[src/rtl/rgbyuv_pkg.sv]
package rgbyuv_pkg;
   localparam int NCOMP = 3;
   // weights in thousandths
   localparam int W_YR = 299;
   localparam int W_YG = 587;
   localparam int W_YB = 114;
   localparam int W_U  = 492;
   localparam int W_V  = 877;

   // weight in thousandths to a rounded fixed-point fraction with frac bits
   function automatic int coef(input int milli, input int frac);
      return (milli * (2 ** frac) + 500) / 1000;
   endfunction
endpackage

[src/rtl/rgbyuv_lane_mul.sv]
module rgbyuv_lane_mul #(
   parameter int CW   = 8,
   parameter int FRAC = 10
) (
   input  logic [CW-1:0]      r,
   input  logic [CW-1:0]      g,
   input  logic [CW-1:0]      b,
   output logic [CW+FRAC-1:0] pr,
   output logic [CW+FRAC-1:0] pg,
   output logic [CW+FRAC-1:0] pb
);
   import rgbyuv_pkg::*;
   localparam int PW = CW + FRAC;
   localparam int KR = coef(W_YR, FRAC);
   localparam int KG = coef(W_YG, FRAC);
   localparam int KB = coef(W_YB, FRAC);

   assign pr = PW'(r) * PW'(KR);
   assign pg = PW'(g) * PW'(KG);
   assign pb = PW'(b) * PW'(KB);
endmodule

[src/rtl/rgbyuv_lane_fin.sv]
module rgbyuv_lane_fin #(
   parameter int CW   = 8,
   parameter int FRAC = 10
) (
   input  logic [CW+FRAC-1:0] pr,
   input  logic [CW+FRAC-1:0] pg,
   input  logic [CW+FRAC-1:0] pb,
   input  logic [CW-1:0]      r,
   input  logic [CW-1:0]      b,
   output logic [CW-1:0]      y,
   output logic [CW-1:0]      u,
   output logic [CW-1:0]      v
);
   import rgbyuv_pkg::*;
   localparam int PW   = CW + FRAC;
   localparam int SW   = PW + 2;
   localparam int MW   = CW + FRAC + 2;
   localparam int HALF = 2 ** (FRAC - 1);
   localparam int KU   = coef(W_U, FRAC);
   localparam int KV   = coef(W_V, FRAC);

   logic [SW-1:0]        sum;
   logic signed [CW:0]   db;
   logic signed [CW:0]   dr;
   logic signed [MW-1:0] su;
   logic signed [MW-1:0] sv;

   // luma: weighted sum, round half up, keep integer byte
   assign sum = SW'(pr) + SW'(pg) + SW'(pb) + SW'(HALF);
   assign y   = sum[FRAC +: CW];

   // chroma: signed differences against the output luma
   assign db = $signed({1'b0, b}) - $signed({1'b0, y});
   assign dr = $signed({1'b0, r}) - $signed({1'b0, y});
   assign su = MW'(db) * MW'(KU) + MW'(HALF);
   assign sv = MW'(dr) * MW'(KV) + MW'(HALF);
   // low byte of the arithmetic right shift wraps like an integer cast
   assign u  = su[FRAC +: CW];
   assign v  = sv[FRAC +: CW];

   logic unused_fin;
   assign unused_fin = ^{sum[FRAC-1:0], sum[SW-1:FRAC+CW],
                         su[FRAC-1:0], su[MW-1:FRAC+CW],
                         sv[FRAC-1:0], sv[MW-1:FRAC+CW]};
endmodule

[src/rtl/rgbyuv_pack5.sv]
module rgbyuv_pack5 #(
   parameter int WORD_W = 128,
   parameter int LANES  = 5,
   parameter int CW     = 8,
   parameter int FRAC   = 10
) (
   input  logic                           clk,
   input  logic                           rst,
   input  logic                           in_valid,
   output logic                           in_ready,
   input  logic [WORD_W-1:0]              in_data,
   input  logic [$clog2(LANES+1)-1:0]     in_lanes,
   output logic                           out_valid,
   input  logic                           out_ready,
   output logic [WORD_W-1:0]              out_data,
   output logic [$clog2(LANES+1)-1:0]     out_lanes
);
   import rgbyuv_pkg::*;
   localparam int LW   = NCOMP * CW;
   localparam int USED = LANES * LW;
   localparam int NW   = $clog2(LANES + 1);
   localparam int PW   = CW + FRAC;

   // elaboration-time parameter checks
   if (USED > WORD_W) begin : g_chk_width
      $error("lanes do not fit in the beat width");
   end
   if (FRAC < 4 || FRAC > 16) begin : g_chk_frac
      $error("fraction width out of range");
   end
   if (LANES < 1) begin : g_chk_lanes
      $error("at least one lane required");
   end

   logic          advance;
   logic          s1_valid;
   logic [NW-1:0] s1_lanes;
   logic          o_valid_q;
   logic [NW-1:0] o_lanes_q;

   // whole pipeline moves when the output register is free or being taken
   assign advance   = !o_valid_q || out_ready;
   assign in_ready  = advance;
   assign out_valid = o_valid_q;
   assign out_lanes = o_lanes_q;

   always_ff @(posedge clk) begin
      if (rst) begin
         s1_valid  <= 1'b0;
         o_valid_q <= 1'b0;
      end else if (advance) begin
         s1_valid  <= in_valid;
         o_valid_q <= s1_valid;
      end
   end

   always_ff @(posedge clk) begin
      if (advance) begin
         s1_lanes  <= in_lanes;
         o_lanes_q <= s1_lanes;
      end
   end

   for (genvar k = 0; k < LANES; k++) begin : g_lane
      logic          act;
      logic [CW-1:0] r_i, g_i, b_i;
      logic [PW-1:0] pr_d, pg_d, pb_d;
      logic [PW-1:0] pr_q, pg_q, pb_q;
      logic [CW-1:0] r_q, b_q;
      logic [CW-1:0] y_d, u_d, v_d;
      logic [LW-1:0] lane_q;

      // an inactive lane is forced to black, which converts to all zeros
      assign act = NW'(k) < in_lanes;
      assign r_i = act ? in_data[k*LW        +: CW] : '0;
      assign g_i = act ? in_data[k*LW + CW   +: CW] : '0;
      assign b_i = act ? in_data[k*LW + 2*CW +: CW] : '0;

      rgbyuv_lane_mul #(.CW(CW), .FRAC(FRAC)) u_mul (
         .r (r_i), .g (g_i), .b (b_i),
         .pr(pr_d), .pg(pg_d), .pb(pb_d)
      );

      always_ff @(posedge clk) begin
         if (advance) begin
            pr_q <= pr_d;
            pg_q <= pg_d;
            pb_q <= pb_d;
            r_q  <= r_i;
            b_q  <= b_i;
         end
      end

      rgbyuv_lane_fin #(.CW(CW), .FRAC(FRAC)) u_fin (
         .pr(pr_q), .pg(pg_q), .pb(pb_q),
         .r (r_q),  .b (b_q),
         .y (y_d),  .u (u_d),  .v (v_d)
      );

      always_ff @(posedge clk) begin
         if (advance) lane_q <= {v_d, u_d, y_d};
      end

      assign out_data[k*LW +: LW] = lane_q;
   end

   if (WORD_W > USED) begin : g_pad
      assign out_data[WORD_W-1:USED] = '0;
      logic unused_pad;
      assign unused_pad = ^in_data[WORD_W-1:USED];
   end
endmodule

[config.mk]
export PLATFORM = sky130hd
export DESIGN_NAME = rgbyuv_pack5
export DESIGN_NICKNAME = d
export VERILOG_FILES = /design/src/rtl/rgbyuv_pkg.sv /design/src/rtl/rgbyuv_lane_mul.sv /design/src/rtl/rgbyuv_lane_fin.sv /design/src/rtl/rgbyuv_pack5.sv
export SDC_FILE = /design/constraint.sdc
export NUM_CORES = 2
export LEC_CHECK = 0
export ABC_AREA = 1
export BUFFER_PORTS_ARGS = -buffer_cell sky130_fd_sc_hd__buf_2
export CAP_MARGIN = 10
export CORE_MARGIN = 10
export CORE_UTILIZATION = 32
export CTS_BUF_LIST = sky130_fd_sc_hd__clkbuf_4
export DETAILED_ROUTE_END_ITERATION = 8
export GPL_ROUTABILITY_DRIVEN = 0
export SYNTH_ARGS = -nofsm -noshare
export SYNTH_HDL_FRONTEND = slang
export SYNTH_HIERARCHICAL = 1
export SYNTH_SLANG_ARGS = --single-unit
[constraint.sdc]
create_clock -name clk -period 35 [get_ports clk]
set_input_delay 7 -clock clk [delete_from_list [all_inputs] [get_ports clk]]
set_output_delay 7 -clock clk [all_outputs]
set_load 0.05 [all_outputs]
# == After elaboration in Yosys (flattened, before gate mapping) ==
# Cells that the tools add are included.
# totals
inputBits,135
out_inout_bits,133
latchBits,0
elab_cells,116
ff_bits,453
mem_count,0
ram_bits,0
rom_bits,0
# classes
n_reduce_logical,2
muxes,15
eq_ne,0
multipliers,25
addsub,35
magnitude_cmp,5
shift,0
n_div,0
bitwise_logic,0
# op_table
operator,count
$add 18x11->18 const B,10
$mux 8,15
$add 17x18->18,5
$add 18x10->18 const B,5
$add 18x15->18,5
$mul 8x10->18 const B,5
$sub 8x8->9,10
$mul 9x10->17 const B,5
$mul 8x8->16 const B,5
$mul 8x7->15 const B,5
$mul 9x7->15 const B,5
$lt 1x3->1 const A,2
$lt 2x3->1 const A,2
$lt 3x3->1 const A,1
$logic_not 1->1,1
$logic_or 1x1->1,1

# == Longest topological paths before layout ==
# logic_depth
word_depth,6
depth_mapped,49
mapped_depth_nobuf,49

# == Hierarchy ==
# Netlist, hierarchy kept.
# by_module_without_submodules
mod,cells_each,n_inst,seq_area_each_um2,area_each_um2
rgbyuv_lane_fin,743,5,0.0,5227.5
rgbyuv_pack5,751,1,14333.7,15438.6
rgbyuv_lane_mul at g_lane[0].u_mul ...,529,4,0.0,3821.2
rgbyuv_lane_mul at g_lane[2].u_mul,529,1,0.0,3828.7

# == Least setup slack after synthesis ==
# OpenSTA, ideal clock, no wires.
# synth_timing
kind,in2out
startpoint,input out_ready
endpoint,output in_ready
arrival_ps,17474
slack_ps,10526
required_time_ps,28000
path_buffers,0
cell_stages,2
path_cell_list,inv_1 nand2_1
# synth_between
elab_chain_len,1
# synth_lines
item,line_no,rtl
from (decl),rgbyuv_pack5.sv:14,"input logic out_ready,"
$logic_or 1x1->1,rgbyuv_pack5.sv:42,assign advance = !o_valid_q || out_ready;
to (decl),rgbyuv_pack5.sv:10,"output logic in_ready,"
# No other way between the ends.

# == Final worst setup path ==
# Ends and elaborated chain as after synthesis.

==> results.cfg <==
[grt]
grt_start_max_net_pins = 153
first_global_vias = 45140
antenna_violations_before_repair = 6
global_route_wire_length_before_repair_microns = 218000
groute.usage.overall_pct = 12.61
global_route.overflow_total = 0

[critical_path]
worstSetupPathType = in -> out
critPathMaxFanout = 5
critical_path.startpoint_type = input port
cp-end-kind = output port
worst_ep_required_time_ns = 28.00
worst_ep_arrival_time_ns = 7.81
reg2regPathDepth = 43

[cts]
clock_sinks = 478
clk_slew_on_worst_s_h_paths_ns = 0.06
clk_root_buffer_cell = clkbuf_4
numCtsBuffers = 150
cts_resizes = 0
clock_insertion_delay_worst_skew_ns = 1.17
post_cts.repair.setup_buffers = 0
tritoncts = built
htree_num_levels = 4
post_cts_hold_fix_bufs = 0
cts_buffer_depth = 3

[logic_synthesis]
synth_commonest_cells = inv_1, nand2_1, ha_1
yosysTopAreaCell = edfxtp_1
ys_seq_elements = 478
syn-mean-instance-area_sq_um = 8.535
ys_dominant_reg_cell = edfxtp_1
synth_area_sq_mm = 0.06069
synth_top_cells_by_area = edfxtp_1, ha_1, fa_1, inv_1, nand2_1
ys_types = 46
synthMostInstantiatedCell = inv_1
synth-edff-count = 476
netlist.area_leader.share_pct = 23.55
synth_sequential_area_ratio_pct = 23.62
ys.warnings.count = 6
synth_async_sr_flop_share_pct = 0
postSynthCellCount = 7111

[route]
antenna_violating_nets_post_route = 0
wl_microns = 129500
viasPerCell = 4.356
average_wire_per_cell_in_the_routed_design_microns = 12.85
detailed_route_iter0_violations = 1736
drc = 0
firstDrtPassIters = 5
dr_total_vias = 43920

[timing]
maxSlewViolCount = 0
final_period_minus_worst_setup_slack_ns = 14.81
grt_setup_unrepaired = false
tightestPinTransition_ns = 1.068
max-slew-margin-rel_pct = 28.59
hold_vio_cnt_final = 0
totalNegativeSetupSlack_ns = 0
clock_skew_ns = 0.06898
maximum_operating_frequency_ghz = 0.06751
finalCritPeriodShare_pct = 42.32
finalSetupViolations = 0

[job]
max_cap_violation_count = 0

[floorplan]
fp.coreArea_sq_mm = 0.1882
die-area_sq_mm = 0.2075
floorplan.initialDensity_pct = 32.25
die_outline_height_microns = 455.5
top_level_ports = 268
die_width_microns = 455.5
core.rowCount = 159

[placed_design]
dpl.hpwl_microns = 109700
port_buffers = 251

[hold_path]
min_path_cells = 0
worstHoldPathType = reg -> reg

[layout]
design.final.nets = 9169
area.growth.synth_to_final_pct = 9.752
post_route_cells_drive_above_1_share_pct = 10.12
final_util_pct = 35.39
fillCellCount = 19530

[status]
outcome = finished clean
-- per-layer routing --
layer / global-route usage (%) / share of wire, % / vias up
met2: 22.21 / 48 / 603
met3: 2.224 / 3.6 / 247
met5: 0 / 0.0093 / -
met4: 5.627 / 4.5 / 2
li1: - / - / 22910
met1: 14.92 / 44 / 20160
-- layout by cell type, fill, tap and decap left out, drive strengths merged, types with 10 or more instances in the layout --
cell,count
a21o,35
a21oi,188
and2,10
buf,263
clkbuf,194
clkinv,54
conb,33
diode,11
edfxtp,476
fa,445
ha,1120
inv,1799
nand2,1621
nand3,421
nand3b,25
nand4,55
nor2,338
nor3,21
o21ai,56
o21bai,10
or2,40
xnor2,80
xor2,235
-- critical path, stage by stage --
cell and delay [ns]:
buf_2 0.07, inv_1 0.07, nand2_4 0.30, buf_2 0.34
-- metrics by stage --
| step | instances | worst slack [ns] | cell area, sq um | hold slack, ns |
|---|---|---|---|---|
| 2_1_floorplan | 7138 | 10.53 | 60790 | 0.4003 |
| 3_3_place_gp | 9812 | 20.13 | 64680 | 0.4083 |
| 3_5_place_dp | 9812 | 20.13 | 64680 | 0.4056 |
| 4_1_cts | 10070 | 20.13 | 66580 | 0.4195 |
| 5_1_grt | 10080 | 20.14 | 66610 | 0.4267 |
| 6_report | 10080 | 20.19 | 66610 | 0.4218 |
-- kinds of logic (layout without fill, tap and decap cells) --
family          count (synthesis)  in the layout  synth area share [%]
fa+ha+maj                    1565           1565                 37.77
other cells                     6             44               0.03711
buf+inv                      1877           2317                 12.10
compound gates                324            324                 3.189
flops                         478            478                 23.62
simple gates                 2546           2546                 18.68
xor+xnor                      315            315                 4.608
-- flip-flops by register name (all words and copies together) (netlist names) --
signal / count
g_lane.b_q: 40
s1_valid: 1
out_valid: 1
out_lanes: 3
g_lane.r_q: 40
g_lane.lane_q: 120
g_lane.pg_q: 90
g_lane.pb_q: 90
g_lane.pr_q: 90
s1_lanes: 3
-- cell type report --
cell class / instances / area (sq um) / share of cell area, %
inverters: 1793 / 6730 / 10.10
flip-flops and latches: 478 / 14330 / 21.52
multi-input cells: 4783 / 39120 / 58.74
clock inverters: 67 / 442.9 / 0.6650
well taps: 2495 / 3122 / 4.687
repair buffers: 263 / 1371 / 2.059
clock buffers: 194 / 1456 / 2.187
diodes: 11 / 27.53 / 0.04133
-- path summary, 6_finish.rpt --
check / from / end / slack [ns]
hold reg to reg: s1_lanes[1] / out_lanes[1] / 0.42
setup / recovery: out_ready / in_ready / 20.19
hold / removal: s1_lanes[1] / out_lanes[1] / 0.42
setup reg to reg: g_lane[4].pg_q[8] / g_lane[4].lane_q[15] / 26.12
Power is left out: the tool's default activity adds up to more than one toggle a clock period on the data nets, which glitch-free logic cannot reach.
